===== config.mk =====
export PLATFORM = sky130hd
export DESIGN_NAME = wdog_interval_timer
export DESIGN_NICKNAME = d
export VERILOG_FILES = /design/src/rtl/wdog_pkg.sv /design/src/rtl/wdog_key_decode.sv /design/src/rtl/wdog_prescaler.sv /design/src/rtl/wdog_counter.sv /design/src/rtl/wdog_irq_gen.sv /design/src/rtl/wdog_interval_timer.sv
export SDC_FILE = /design/constraint.sdc
export NUM_CORES = 1
export LEC_CHECK = 0
export ABC_AREA = 1
export BUFFER_PORTS_ARGS = -buffer_cell sky130_fd_sc_hd__buf_2
export CORE_MARGIN = 2
export CORE_UTILIZATION = 48
export DETAILED_ROUTE_END_ITERATION = 12
export PLACE_DENSITY = 0.77
export RECOVER_POWER = 25
export REMOVE_ABC_BUFFERS = 1
export SLEW_MARGIN = 20
export SYNTH_ARGS = -nofsm -noshare
export SYNTH_HDL_FRONTEND = slang
export SYNTH_SLANG_ARGS = --single-unit
export TNS_END_PERCENT = 1

===== constraint.sdc =====
create_clock -name clk -period 1.6 [get_ports clk]
set_clock_uncertainty 0.2 [all_clocks]
set_input_delay 0.4 -clock clk [delete_from_list [all_inputs] [get_ports clk]]
set_output_delay 0.4 -clock clk [all_outputs]
set_load 0.01 [all_outputs]

===== src/rtl/wdog_pkg.sv =====
package wdog_pkg;

    localparam int BYTE_W = 8;

    localparam logic [BYTE_W-1:0] KEY_CTRL  = 8'hA5;
    localparam logic [BYTE_W-1:0] KEY_COUNT = 8'h5A;

    localparam int CTRL_OVF_BIT = 7;
    localparam int CTRL_EN_BIT  = 5;
    localparam int SEL_W        = 3;

    typedef struct packed {
        logic              ctrl_wr;
        logic              count_wr;
        logic [BYTE_W-1:0] payload;
    } wdog_wr_t;

endpackage


===== src/rtl/wdog_key_decode.sv =====
module wdog_key_decode
    import wdog_pkg::*;
(
    input  logic                wr_en,
    input  logic                wr_half,
    input  logic [2*BYTE_W-1:0] wr_data,
    output wdog_wr_t            wr_o
);

    logic [BYTE_W-1:0] key;
    logic              keyed;

    always_comb begin
        key           = wr_data[2*BYTE_W-1:BYTE_W];
        keyed         = wr_en && wr_half;
        wr_o.payload  = wr_data[BYTE_W-1:0];
        wr_o.ctrl_wr  = keyed && (key == KEY_CTRL);
        wr_o.count_wr = keyed && (key == KEY_COUNT);
    end

endmodule


===== src/rtl/wdog_prescaler.sv =====
module wdog_prescaler #(
    parameter int BASE_LOG2 = 5,
    parameter int SEL_W     = 3
) (
    input  logic             clk,
    input  logic             rst_n,
    input  logic             run,
    input  logic             restart,
    input  logic [SEL_W-1:0] sel,
    output logic             tick
);

    localparam int PRE_W = BASE_LOG2 + (1 << SEL_W) - 1;

    typedef struct packed {
        logic [PRE_W-1:0] pre;
    } pre_state_t;

    pre_state_t       st_d, st_q;
    logic [PRE_W-1:0] limit;
    logic             at_limit;

    always_comb begin
        limit    = (PRE_W'(1) << (BASE_LOG2 + int'(sel))) - PRE_W'(1);
        at_limit = (st_q.pre == limit);
        tick     = run && !restart && at_limit;
        st_d     = st_q;
        if (!run || restart || at_limit) begin
            st_d.pre = '0;
        end else begin
            st_d.pre = st_q.pre + PRE_W'(1);
        end
    end

    always_ff @(posedge clk or negedge rst_n) begin
        if (!rst_n) begin
            st_q <= '0;
        end else begin
            st_q <= st_d;
        end
    end

    AST_PRE_HELD: assert property (@(posedge clk) disable iff (!rst_n)
        !run |=> (st_q.pre == '0));

    AST_PRE_RESTART: assert property (@(posedge clk) disable iff (!rst_n)
        restart |=> (st_q.pre == '0));

endmodule


===== src/rtl/wdog_counter.sv =====
module wdog_counter #(
    parameter int CNT_W = 8
) (
    input  logic             clk,
    input  logic             rst_n,
    input  logic             tick,
    input  logic             load,
    input  logic [CNT_W-1:0] load_val,
    output logic [CNT_W-1:0] count,
    output logic             wrap
);

    typedef struct packed {
        logic [CNT_W-1:0] cnt;
    } cnt_state_t;

    cnt_state_t st_d, st_q;

    always_comb begin
        st_d = st_q;
        wrap = tick && !load && (&st_q.cnt);
        if (load) begin
            st_d.cnt = load_val;
        end else if (tick) begin
            st_d.cnt = st_q.cnt + CNT_W'(1);
        end
        count = st_q.cnt;
    end

    always_ff @(posedge clk or negedge rst_n) begin
        if (!rst_n) begin
            st_q <= '0;
        end else begin
            st_q <= st_d;
        end
    end

    AST_COUNT_HOLD: assert property (@(posedge clk) disable iff (!rst_n)
        (!load && !tick) |=> $stable(st_q.cnt));

    AST_COUNT_LOAD: assert property (@(posedge clk) disable iff (!rst_n)
        load |=> (st_q.cnt == $past(load_val)));

    AST_WRAP_ZERO: assert property (@(posedge clk) disable iff (!rst_n)
        wrap |=> (st_q.cnt == '0));

endmodule


===== src/rtl/wdog_irq_gen.sv =====
module wdog_irq_gen #(
    parameter int LVL_W = 4,
    parameter int VEC_W = 7
) (
    input  logic             clk,
    input  logic             rst_n,
    input  logic             wrap,
    input  logic [7:0]       prio_byte,
    input  logic [7:0]       vector_reg,
    output logic             irq,
    output logic [LVL_W-1:0] level,
    output logic [VEC_W-1:0] vector
);

    typedef struct packed {
        logic             irq;
        logic [LVL_W-1:0] level;
        logic [VEC_W-1:0] vector;
    } irq_state_t;

    irq_state_t st_d, st_q;

    always_comb begin
        st_d     = st_q;
        st_d.irq = wrap;
        if (wrap) begin
            st_d.level  = prio_byte[7 -: LVL_W];
            st_d.vector = vector_reg[VEC_W-1:0];
        end
        irq    = st_q.irq;
        level  = st_q.level;
        vector = st_q.vector;
    end

    always_ff @(posedge clk or negedge rst_n) begin
        if (!rst_n) begin
            st_q <= '0;
        end else begin
            st_q <= st_d;
        end
    end

    AST_IRQ_PULSE: assert property (@(posedge clk) disable iff (!rst_n)
        st_q.irq |=> !st_q.irq);

    AST_IRQ_FIELDS: assert property (@(posedge clk) disable iff (!rst_n)
        wrap |=> (st_q.level == $past(prio_byte[7 -: LVL_W]))
              && (st_q.vector == $past(vector_reg[VEC_W-1:0])));

endmodule


===== src/rtl/wdog_interval_timer.sv =====
module wdog_interval_timer
    import wdog_pkg::*;
#(
    parameter int BASE_LOG2 = 5
) (
    input  logic                clk,
    input  logic                rst_n,
    input  logic                wr_en,
    input  logic                wr_half,
    input  logic [2*BYTE_W-1:0] wr_data,
    input  logic [7:0]          prio_byte,
    input  logic [7:0]          vector_reg,
    output logic [BYTE_W-1:0]   ctrl_rd,
    output logic [BYTE_W-1:0]   count_rd,
    output logic                irq_req,
    output logic [3:0]          irq_level,
    output logic [6:0]          irq_vector
);

    typedef struct packed {
        logic [BYTE_W-1:0] ctrl;
    } top_state_t;

    top_state_t st_d, st_q;
    wdog_wr_t   wr;
    logic       tick;
    logic       wrap;

    wdog_key_decode u_keys (
        .wr_en   (wr_en),
        .wr_half (wr_half),
        .wr_data (wr_data),
        .wr_o    (wr)
    );

    wdog_prescaler #(
        .BASE_LOG2 (BASE_LOG2),
        .SEL_W     (SEL_W)
    ) u_pre (
        .clk     (clk),
        .rst_n   (rst_n),
        .run     (st_q.ctrl[CTRL_EN_BIT]),
        .restart (wr.ctrl_wr),
        .sel     (st_q.ctrl[SEL_W-1:0]),
        .tick    (tick)
    );

    wdog_counter #(
        .CNT_W (BYTE_W)
    ) u_cnt (
        .clk      (clk),
        .rst_n    (rst_n),
        .tick     (tick),
        .load     (wr.count_wr),
        .load_val (wr.payload),
        .count    (count_rd),
        .wrap     (wrap)
    );

    wdog_irq_gen #(
        .LVL_W (4),
        .VEC_W (7)
    ) u_irq (
        .clk        (clk),
        .rst_n      (rst_n),
        .wrap       (wrap),
        .prio_byte  (prio_byte),
        .vector_reg (vector_reg),
        .irq        (irq_req),
        .level      (irq_level),
        .vector     (irq_vector)
    );

    always_comb begin
        st_d = st_q;
        if (wr.ctrl_wr) begin
            st_d.ctrl = wr.payload;
            st_d.ctrl[CTRL_OVF_BIT] = st_q.ctrl[CTRL_OVF_BIT] && wr.payload[CTRL_OVF_BIT];
        end
        if (wrap) begin
            st_d.ctrl[CTRL_OVF_BIT] = 1'b1;
        end
        ctrl_rd = st_q.ctrl;
    end

    always_ff @(posedge clk or negedge rst_n) begin
        if (!rst_n) begin
            st_q <= '0;
        end else begin
            st_q <= st_d;
        end
    end

    AST_CTRL_LOAD: assert property (@(posedge clk) disable iff (!rst_n)
        wr.ctrl_wr |=> (st_q.ctrl[CTRL_OVF_BIT-1:0] == $past(wr_data[CTRL_OVF_BIT-1:0])));

    AST_UNKEYED_IGNORED: assert property (@(posedge clk) disable iff (!rst_n)
        (wr_en && !wr_half) |=> $stable(st_q.ctrl[CTRL_OVF_BIT-1:0]));

    AST_FLAG_WITH_IRQ: assert property (@(posedge clk) disable iff (!rst_n)
        irq_req |-> st_q.ctrl[CTRL_OVF_BIT]);

    AST_FLAG_NO_SELF_SET: assert property (@(posedge clk) disable iff (!rst_n)
        (!st_q.ctrl[CTRL_OVF_BIT] && !wrap) |=> !st_q.ctrl[CTRL_OVF_BIT]);

endmodule


Yosys cells after proc, flatten, opt, wreduce, memory -nomap -nowiden:

Cells that the tools add are included.
Widths: inputs -> output; s select.

* add/sub/neg operators: 4
* eq/ne operators: 3
* shift-type cells: 1
* muxes and demuxes: 5
* reductions and logical operators: 16

Operators by type and width (count)
* $shl 1x32->12 const A: 1
* $mux 8: 3
* $add 12x1->12 const B: 1
* $eq 12x12->1: 1
* $mux 12: 1
* $sub 12x2->12 const B: 1
* $add 8x1->8 const B: 1
* $eq 8x7->1 const B: 1
* $eq 8x8->1 const B: 1
* $logic_and 1x1->1: 8
* $reduce_and 8->1: 1
* $add 3x3->4 const A: 1
* $reduce_bool 2->1: 2
* $logic_not 1->1: 3
* $logic_or 1x1->1: 2
* $mux 1: 1

* bits in registers: 40
* output and inout port bits: 28

Depth between registers and ports, before layout:

Gate-level depths: netlist (run 1).

* word-level depth: 8
* gate-level depth with buffers: 14

Modules after synthesis:

From an unflattened synthesis (run 1), not the netlist that was laid out.

* cells, all modules: 309
* area, all modules: 2288.4 um^2

Modules (own cells, without submodules)
* wdog_prescaler: times used 1, cells each 135, area an instance 873.3 um^2, seq. area each 300.3 um^2
* wdog_counter: times used 1, cells each 67, area an instance 523.0 um^2, seq. area each 200.2 um^2
* wdog_irq_gen: times used 1, cells each 48, area an instance 446.7 um^2, seq. area each 300.3 um^2
* wdog_interval_timer: times used 1, cells each 35, area an instance 317.8 um^2, seq. area each 200.2 um^2
* wdog_key_decode: times used 1, cells each 24, area an instance 127.6 um^2, seq. area each 0.0 um^2

Worst setup path before layout (run 1):

OpenSTA, ideal clock, no wires.

* path type: reg-to-reg
* from: reg u_cnt.st_q (netlist bit u_cnt.count[0])
* to: reg u_irq.st_q (netlist bit u_irq.level[3])
* library setup time: 0.118 ns
* arrival time: 1.524 ns
* setup slack: -0.242 ns
* cell stages (with the launch flop): 10
* period minus slack after synthesis: 1.842 ns
* path through: dfrtp_1 -> ha_1 -> nand3_1 -> nor2_1 -> nand2_1 -> nor3_2 -> nand4_4 -> buf_6 -> nand2_1 -> nand2_1

* longest elaborated chain between the ends: 2

Ends and longest elaborated chain
* start: declaration: RTL line wdog_counter.sv:17 `cnt_state_t st_d, st_q;`
* start signal: assignment: RTL line wdog_counter.sv:34 `st_q <= st_d;`
* $reduce_and 8->1: RTL line wdog_counter.sv:21 `wrap = tick && !load && (&st_q.cnt);`
* $logic_and 1x1->1: RTL line wdog_counter.sv:21
* end signal: assignment: RTL line wdog_irq_gen.sv:39 `st_q <= st_d;`
* end: declaration: RTL line wdog_irq_gen.sv:21 `irq_state_t st_d, st_q;`

Every way passes these cells.
A chain may end at the register's enable or synchronous reset.

Worst setup path after layout (run 1):

* from: reg st_q (netlist bit ctrl_rd[2])
* to: reg u_irq.st_q (netlist bit u_irq.level[2])

* longest elaborated chain between the ends: 7

Ends and longest elaborated chain
* start: declaration: RTL line wdog_interval_timer.sv:24 `top_state_t st_d, st_q;`
* start signal: assignment: RTL line wdog_interval_timer.sv:90 `st_q <= st_d;`
* $add 3x3->4: RTL line wdog_prescaler.sv:24 `limit = (PRE_W'(1) << (BASE_LOG2 + int'(sel))) - PRE_W'(1);`
* $shl 1x32->12: RTL line wdog_prescaler.sv:24
* $sub 12x2->12: RTL line wdog_prescaler.sv:24
* $eq 12x12->1: RTL line wdog_prescaler.sv:25 `at_limit = (st_q.pre == limit);`
* $logic_and 1x1->1: RTL line wdog_prescaler.sv:26 `tick = run && !restart && at_limit;`
* $logic_and 1x1->1 (2 in series): RTL line wdog_counter.sv:21

Every way passes these cells.

==> results of run 1 <==
## cells in the mapped netlist, drive strengths merged
library cell  number
buf                8
clkbuf             3
nor3               7
inv               40
mux2i              1
conb               1
ha                 3
o31ai              1
nand4             16
nor2              30
nand3b             1
xor2              10
a21boi             1
nor3b              4
dfrtp             40
o21ai             20
a21oi              2
nand3             24
a31oi              1
nand2            109
## critical path, stage by stage, from the launching register on
cell,delay (ps)
dfrtp_2,440
buf_4,150
o21ai_4,150
nand2_1,110
nand2_2,90
nand3_4,120
nor3_4,270
buf_6,160
nand4_1,90
nand2_1,80
## final cells by class
type	count	share of cell area, %
sequential	40	29.4
inverter	40	4.40
clock buffer	7	2.53
clock inverter	1	0.220
tap	67	2.45
multi-input combinational	233	38.1
timing repair buffer	120	22.9
## metrics by stage
step	setup TNS [ps]	utilization [%]	power (mW)
floorplan	-10740	-	1.12
global placement	-7300	64.9	1.21
detailed placement	-9670	64.9	1.22
CTS	-9660	69.2	1.93
global route	-13330	70.9	2.00
finish	-9770	70.9	1.92
## worst paths after layout
check / start / to
max in group asynchronous: rst_n / ctrl_rd[0]
worst max-delay path: ctrl_rd[2] / u_irq.level[2]
worst min-delay path: vector_reg[2] / u_irq.vector[2]
worst min register to register: u_pre.st_q[0] / u_pre.st_q[0]
worst max register to register: ctrl_rd[2] / u_irq.level[2]
min in group asynchronous: rst_n / ctrl_rd[2]
## per-layer routing
metal / share of wire (%) / routed length (um) / global-route usage (%) / vias up
met3: 4.9 / 313 / 4.15 / 10
met5: 0 / 0 / 0 / -
met1: 43 / 2710 / 28.4 / 1176
li1: - / - / - / 1260
met4: 1.3 / 83 / 5.26 / 0
met2: 51 / 3210 / 43.0 / 73
## what timing repair did
action	CTS	global route
setup endpoints to repair	37	39
pin swaps	12	7
cloned	0	1
resized for setup	18	15
hold buffers	1	0
setup buffers	6	3
endpoints found under the hold margin	40	0
## cells by family after synthesis
group,synth area share (%)
other cells,0.154
simple gates,37.8
compound gates,5.54
xor+xnor,3.59
mux,0.411
flops,41.1
buf+inv,9.91
fa+ha+maj,1.54
## power by group through the flow
stage	registers [mW]	clock network, mW	logic [mW]
6_report	1.03	0.711	0.189
5_1_grt	1.03	0.755	0.214
4_1_cts	1.02	0.719	0.187
3_5_place_dp	1.04	0	0.174
3_3_place_gp	1.04	0	0.169
2_1_floorplan	1.05	0	0.0688
==> impl_metrics.json, run 1 <==
{
  "first_pass_iters": 4,
  "synth.distinct_cells": 34,
  "synth.avg_cell_area_um2": 7.57,
  "finalNetCount": 479,
  "start_util_pct": 50.6,
  "post-route-period-util_pct": 120,
  "grt_pass1_vias": 2434,
  "grt-ovfl-total": 0,
  "synth.top_cell.area_share_pct": 41.1,
  "drt_wl_total_um": 6320,
  "cp_max_fo": 7,
  "design_area_um2": 3420,
  "criticalPathCategory": "reg -> reg",
  "leakage_nw": 1.88,
  "maxCapViolCount": 0,
  "clock-sinks": 40,
  "finalSetupViolations": 36,
  "cts-buffers-inserted": 5,
  "dp_hpwl_um": 4410,
  "critical_path.startpoint_type": "flop",
  "first_iter_violations": 126,
  "dieHeight_um": 75.3,
  "netSwitchingFraction_pct": 24.6,
  "grt_setup_unrepaired": "true",
  "layout_commonest_cell": "nand2_1",
  "cts_buffer_depth": 2,
  "layout_min_cycle_time_ps": 1920,
  "antenna_found_initial": 0,
  "cts_tree": "yes",
  "violations": "setup timing",
  "instances_no_fill": 508,
  "multi_input_area_um2": 1300,
  "cp.arrival_ps": 1960,
  "track_usage_pct": 23.3,
  "ys_ff_latch": 40,
  "hp-class": "in -> reg",
  "status": "complete, but fails checks",
  "regMostFlops": "u_pre.st_q",
  "drt_drc_violations_left": 0,
  "r2r_setup_slack_ps": -320,
  "rows": 25,
  "fp.dieArea_um2": 5660,
  "n_fill_cell": 385,
  "ys_seq_area_share_pct": 41.1,
  "area_delta_synth_final_pct": 40.1,
  "vias": 2519,
  "io_pins": 64,
  "yosysWarnings": 0,
  "power_frac_seq_pct": 53.3,
  "dieWidth_um": 75.3,
  "required_ps": 1640,
  "worst_setup_path_end_kind": "flop",
  "peakVddDrop_uv": 408,
  "hold_viol_final": 0,
  "grt_max_degree": 41,
  "insertedDiodeCount": 0,
  "gp_congestion": 0.830,
  "largest_register_ffs": 12,
  "internal_power_mw": 1.45,
  "worstMarginPinSlew_ps": 563,
  "yosys-top-cells-area": "dfrtp_1 41%, nand2_1 16%, inv_1 5.4%, nand3_1 4.3%, nand4_1 3.9%",
  "regArea_um2": 1000,
  "core-area_um2": 4820,
  "layout-drive-gt1-share_pct": 38.8,
  "place_ws_ps": -370,
  "post_dp_cell_area_um2": 3130,
  "reg2reg_depth": 9,
  "mostFrequentLayoutCells": "95 x nand2_1, 57 x buf_2, 55 x buf_4",
  "clk_latency_ps": 300,
  "synth_top_area_cell": "dfrtp_1",
  "power_frac_comb_pct": 9.8,
  "drtAntennaViolNets": 0,
  "fmax_mhz": 520,
  "grt_pass1_wl_um": 10300,
  "syn-cell-area_um2": 2440,
  "clockRootBuffer": "clkbuf_8",
  "h-tree-depth": 2,
  "hold_slack_ps": 140,
  "vias_per_cell": 4.96,
  "clkPwrFrac_pct": 37.0,
  "dp.cells": 489,
  "p_sw_uw": 473,
  "synth_cells": 322,
  "finalWorstSetupSlack_ps": -324,
  "whs_path_depth": 3,
  "slew_headroom_pct": 62.5,
  "finalMaxSlewViolations": 0,
  "io_buffer_count": 58,
  "wire_per_inst_um": 12.4,
  "cts.clk_slew.worst_paths_ps": 80,
  "cellPowerDensity_nw_per_um2": 564
}
No activity file was read; power rests on OpenSTA's default activity.
==> run 2: changes to the inputs <==
- clock period: 1.6 -> 1.65 ns (I/O delays scaled with it)
==> run 2 against run 1 <==
The flow still finishes with violations (setup timing); setup slack got worse by 35 ps; critical endpoint is now u_irq.level[3]; critical path depth rose by 1; routed wire length rose by 3.5%.
==> impl_metrics.json, run 2 (synthesis gave the netlist of run 1 again) <==
{
  "status": "complete, but fails checks",
  "violations": "setup timing",
  "peakVddDrop_uv": 403,
  "clockRootBuffer": "clkbuf_8",
  "critPathSlowestCell": "dfrtp_2",
  "r2r-start": "ctrl_rd[1]",
  "grt_pass1_vias": 2627,
  "start_util_pct": 50.6,
  "layout_commonest_cell": "nand2_1",
  "area_delta_synth_final_pct": 39.7,
  "grt-ovfl-total": 0,
  "required_ps": 1680,
  "first_iter_violations": 108,
  "finalMaxSlewViolations": 0,
  "h-tree-depth": 2,
  "fin_setup_tns_ps": -8560,
  "vias_per_cell": 5.11,
  "antenna_found_initial": 0,
  "leakage_nw": 1.86,
  "worstMarginPinSlew_ps": 564,
  "utilization_pct": 70.7,
  "r2r_end": "u_irq.level[3]",
  "mostFrequentLayoutCells": "97 x nand2_1, 57 x buf_2, 49 x buf_4",
  "rows": 25,
  "io_pins": 64,
  "io_buffer_count": 58,
  "criticalPathCategory": "reg -> reg",
  "drt_drc_violations_left": 0,
  "fmax_mhz": 498,
  "maxCapViolCount": 0,
  "wire_per_inst_um": 13.0,
  "regMostFlops": "u_pre.st_q",
  "grt_setup_unrepaired": "true",
  "hp-class": "in -> reg",
  "track_usage_pct": 25.4,
  "insertedDiodeCount": 0,
  "dieHeight_um": 75.3,
  "vias": 2569,
  "hold_viol_final": 0,
  "hp-start": "vector_reg[3]",
  "grt_pass1_wl_um": 10900,
  "power.total_mw": 1.85,
  "clock-sinks": 40,
  "worst_setup_path_end_kind": "flop",
  "whs_path_depth": 3,
  "dieWidth_um": 75.3,
  "drt_wl_total_um": 6550,
  "critical_path.startpoint_type": "flop",
  "gp_congestion": 0.839,
  "cts-buffers-inserted": 5,
  "layout_min_cycle_time_ps": 2010,
  "cts.clk_slew.worst_paths_ps": 80,
  "cellPowerDensity_nw_per_um2": 544,
  "drtAntennaViolNets": 0,
  "cts_tree": "yes",
  "first_pass_iters": 5,
  "place_ws_ps": -314,
  "clk_latency_ps": 300,
  "dp_hpwl_um": 4640,
  "slew_headroom_pct": 62.4,
  "fp.dieArea_um2": 5660,
  "hold_path_end": "u_irq.vector[3]",
  "finalSetupViolations": 35,
  "post-route-period-util_pct": 122,
  "crit_chain": "buf_6, nand3_2, nand2_2, nand2_2, nor2_4, nand3_4, nor3_4, buf_6, nand4_1, nand2_1",
  "layout-drive-gt1-share_pct": 37.8,
  "slowest_delay_ps": 480,
  "cts_buffer_depth": 2,
  "largest_register_ffs": 12,
  "finalNetCount": 474,
  "finalWorstSetupSlack_ps": -359,
  "cp_max_fo": 7,
  "r2r_setup_slack_ps": -360,
  "grt_max_degree": 41,
  "reg2reg_depth": 10,
  "core-area_um2": 4820,
  "cp.arrival_ps": 2040
}
run 2: cell types whose count changed in the layout (fill, tap and decap cells not counted), sizes merged:
| cell | change |
|---|---|
| buf | -5 |
| clkbuf | +1 |
| clkinvlp | -1 |
run 2: layer usage:
metal / vias to the layer above / GRT usage, % / wire length (um)
li1: 1251 / - / -
met1: 1220 / 29.6 / 2670
met2: 79 / 44.8 / 3430
met3: 19 / 5.49 / 283
met4: 0 / 10.9 / 164
met5: - / 0 / 0
run 2: worst max-delay path, delay by kind of cell (launching register included):
| family | cells | cell delay, ps |
|---|---|---|
| buf+inv | 2 | 300 |
| simple gates | 8 | 960 |
| flops | 1 | 480 |
run 2: power by group:
| group | switching (mW) | internal [mW] | leakage (nW) |
|---|---|---|---|
| Combinational | 0.103 | 0.0809 | 1.26 |
| Sequential | 0.00801 | 0.986 | 0.555 |
| Clock | 0.333 | 0.341 | 0.0455 |
run 2: how the worst max path moves through the flow:
| stage | start | endpoint | slack, ps | depth (start not counted) |
|---|---|---|---|---|
| final | ctrl_rd[1] | u_irq.level[3] | -360 | 10 |
| after global placement | ctrl_rd[2] | u_irq.vector[6] | -230 | 9 |
| after CTS | ctrl_rd[1] | u_irq.vector[6] | -250 | 10 |
| after global routing | ctrl_rd[1] | u_irq.level[3] | -490 | 10 |
| after floorplan | u_cnt.count[0] | u_irq.level[0] | -430 | 8 |
| after detailed placement | ctrl_rd[1] | u_cnt.count[1] | -310 | 11 |
run 2: layout make-up:
class | instances | area (um^2)
Multi-Input combinational cell | 233 | 1330
Inverter | 40 | 150
Fill cell | 392 | 1410
Clock buffer | 8 | 90.1
Tap cell | 67 | 83.8
Sequential cell | 40 | 1000
Timing Repair Buffer | 115 | 749
run 2: metrics by stage:
step | cells | hold slack (ps) | cell area (um^2)
after floorplan | 312 | -83.1 | 2350
after CTS | 501 | 151 | 3310
after global placement | 489 | 211 | 3130
after global routing | 503 | 161 | 3400
after detailed placement | 489 | 201 | 3130
final | 503 | 152 | 3400
run 2: what timing repair did:
action                                  in CTS  in global routing
endpoints found under the setup margin      35                 36
hold buffers                                 1                  0
endpoints found under the hold margin       40                  0
buffers inserted                             2                  2
cloned                                       1                  0
pin swaps                                    4                 13
resized for setup                           15                 24
==> run 3: changes to the inputs <==
- CORE_MARGIN: 2 -> 1
==> run 3 against run 2 <==
The run still ends with setup timing left; setup slack improved by 19 ps; power rose by 12%; clock power rose by 31%; routed wire length fell by 0.11%; sequential share of layout area fell by 0.64 points; critical path depth fell by 1; non-clock buffer count rose by 2; utilization rose by 1.7 points; count of clock-buffer cells in the layout fell by 1; fmax rose by 0.96%; register-to-register slack improved by 20 ps; die area fell by 5.2%; critical endpoint is now u_irq.vector[1].
==> impl_metrics.json, run 3 (synthesis gave the netlist of run 1 again) <==
{
  "peakVddDrop_uv": 561,
  "cp_max_fo": 6,
  "worstMarginPinSlew_ps": 860,
  "h-tree-depth": 2,
  "r2r_setup_slack_ps": -340,
  "met3_length_um": 374,
  "hold_slack_ps": 151,
  "power_frac_seq_pct": 47.9,
  "clock-sinks": 40,
  "regMostFlops": "u_pre.st_q",
  "drtAntennaViolNets": 0,
  "post_dp_cell_area_um2": 3070,
  "cellPowerDensity_nw_per_um2": 595,
  "io_pins": 64,
  "layout_min_cycle_time_ps": 1990,
  "netSwitchingFraction_pct": 22.4,
  "track_usage_pct": 24.7,
  "violations": "setup timing",
  "critPathSlowestCell": "dfrtp_1",
  "wl_met1_um": 2770,
  "area_delta_synth_final_pct": 43.0,
  "clockRootBuffer": "clkbuf_8",
  "finalSetupViolations": 38,
  "cts_tree": "yes",
  "criticalPathCategory": "reg -> reg",
  "status": "complete, but fails checks",
  "utilization_pct": 72.3,
  "multi_input_area_um2": 1330,
  "fp.dieArea_um2": 5370,
  "regArea_um2": 1000,
  "mostFrequentLayoutCells": "95 x nand2_1, 52 x buf_2, 50 x buf_4",
  "leakage_nw": 1.88,
  "cts.clk_slew.worst_paths_ps": 80,
  "grt_pass1_vias": 2398,
  "grt_max_degree": 29,
  "slew_headroom_pct": 42.7,
  "dp_hpwl_um": 4250,
  "cts-buffers-inserted": 5,
  "layout_commonest_cell": "nand2_1",
  "cp.arrival_ps": 1980,
  "layout-drive-gt1-share_pct": 38.6,
  "hp-class": "in -> reg",
  "io_buffer_count": 58,
  "n_fill_cell": 356,
  "antenna_found_initial": 0,
  "finalWorstSetupSlack_ps": -339,
  "worst_setup_path_end_kind": "flop",
  "r2r-start": "u_cnt.count[1]",
  "insertedDiodeCount": 0,
  "start_util_pct": 50.6,
  "vias": 2580,
  "largest_register_ffs": 12,
  "finalMaxSlewViolations": 0,
  "clkPwrFrac_pct": 42.6,
  "power_frac_comb_pct": 9.4,
  "required_ps": 1640,
  "endpoint": "u_irq.vector[1]",
  "grt_pass1_wl_um": 10300,
  "highest_layer": "met4",
  "grt_setup_unrepaired": "true",
  "r2r_end": "u_irq.vector[1]",
  "hold_viol_final": 0,
  "gp_congestion": 0.851,
  "drt_wl_total_um": 6540,
  "fmax_mhz": 503,
  "design_area_um2": 3480,
  "p_sw_uw": 465,
  "wire_per_inst_um": 13.0,
  "core-area_um2": 4820,
  "maxCapViolCount": 0,
  "grt-ovfl-total": 0,
  "critical_path.startpoint_type": "flop",
  "slowest_delay_ps": 400,
  "finalNetCount": 476,
  "cts_buffer_depth": 2,
  "startpoint": "u_cnt.count[1]",
  "drt_drc_violations_left": 0,
  "crit_top_cell": "nand2_1",
  "crit_chain": "ha_2, nand3_2, nor2_4, nand2_2, nor3_4, buf_6, nand4_4, nand2_1, nand2_1",
  "reg2reg_depth": 9,
  "dieWidth_um": 73.3,
  "wl_met2_um": 3270,
  "post-route-period-util_pct": 121,
  "vias_per_cell": 5.11,
  "internal_power_mw": 1.61,
  "clk_latency_ps": 300,
  "rows": 25,
  "dieHeight_um": 73.3,
  "first_iter_violations": 169,
  "first_pass_iters": 4
}
==> run 3: worst max-delay path, delay by kind of cell (launching register included) <==
kind          cells  cell delay (ps)
buf+inv           1              150
simple gates      7              910
fa+ha+maj         1              220
flops             1              400
==> run 3: stage by stage <==
step	cells	setup WS [ps]	TNS (ps)	total power [mW]
floorplan	312	-431	-9110	1.08
global placement	481	-240	-5740	1.18
detailed placement	481	-287	-6800	1.18
CTS	495	-248	-6680	2.05
global route	505	-495	-13780	2.16
finish	505	-339	-9230	2.07
==> run 3: worst min path at each step <==
| stage | start | cells past startpoint | to |
|---|---|---|---|
| after floorplan | rst_n | 0 | ctrl_rd[0] |
| after global placement | rst_n | 1 | ctrl_rd[2] |
| after detailed placement | rst_n | 1 | u_pre.st_q[11] |
| after CTS | vector_reg[2] | 3 | u_irq.vector[2] |
| after global routing | vector_reg[5] | 3 | u_irq.vector[5] |
| final | vector_reg[5] | 3 | u_irq.vector[5] |
==> run 3: repair_timing <==
item                                    CTS  global route
resized for setup                        20            23
endpoints found under the setup margin   36            36
endpoints found under the hold margin    12             0
hold buffers                              1             0
cloned                                    1             1
pin swaps                                 8            18
setup buffers                             4             9
==> run 3: area by class of cell <==
cell class / instances / area share [%]
multi-input combinational: 233 / 38.1
sequential: 40 / 28.8
timing repair buffer: 117 / 22.7
inverter: 40 / 4.31
clock buffer: 7 / 2.76
tap: 67 / 2.41
clock inverter: 1 / 0.862
==> run 3: power by group through the flow <==
stage | Sequential [mW] | Combinational (mW) | Clock (mW)
2_1_floorplan | 1.02 | 0.0667 | 0
3_3_place_gp | 1.01 | 0.164 | 0
3_5_place_dp | 1.01 | 0.167 | 0
4_1_cts | 0.994 | 0.179 | 0.881
5_1_grt | 0.995 | 0.221 | 0.942
6_report | 0.994 | 0.195 | 0.884
==> run 3: per-layer routing <==
metal	vias to the layer above	track usage, %
met3	15	5.08
li1	1260	-
met4	0	8.71
met2	78	43.1
met1	1227	30.2
met5	-	0
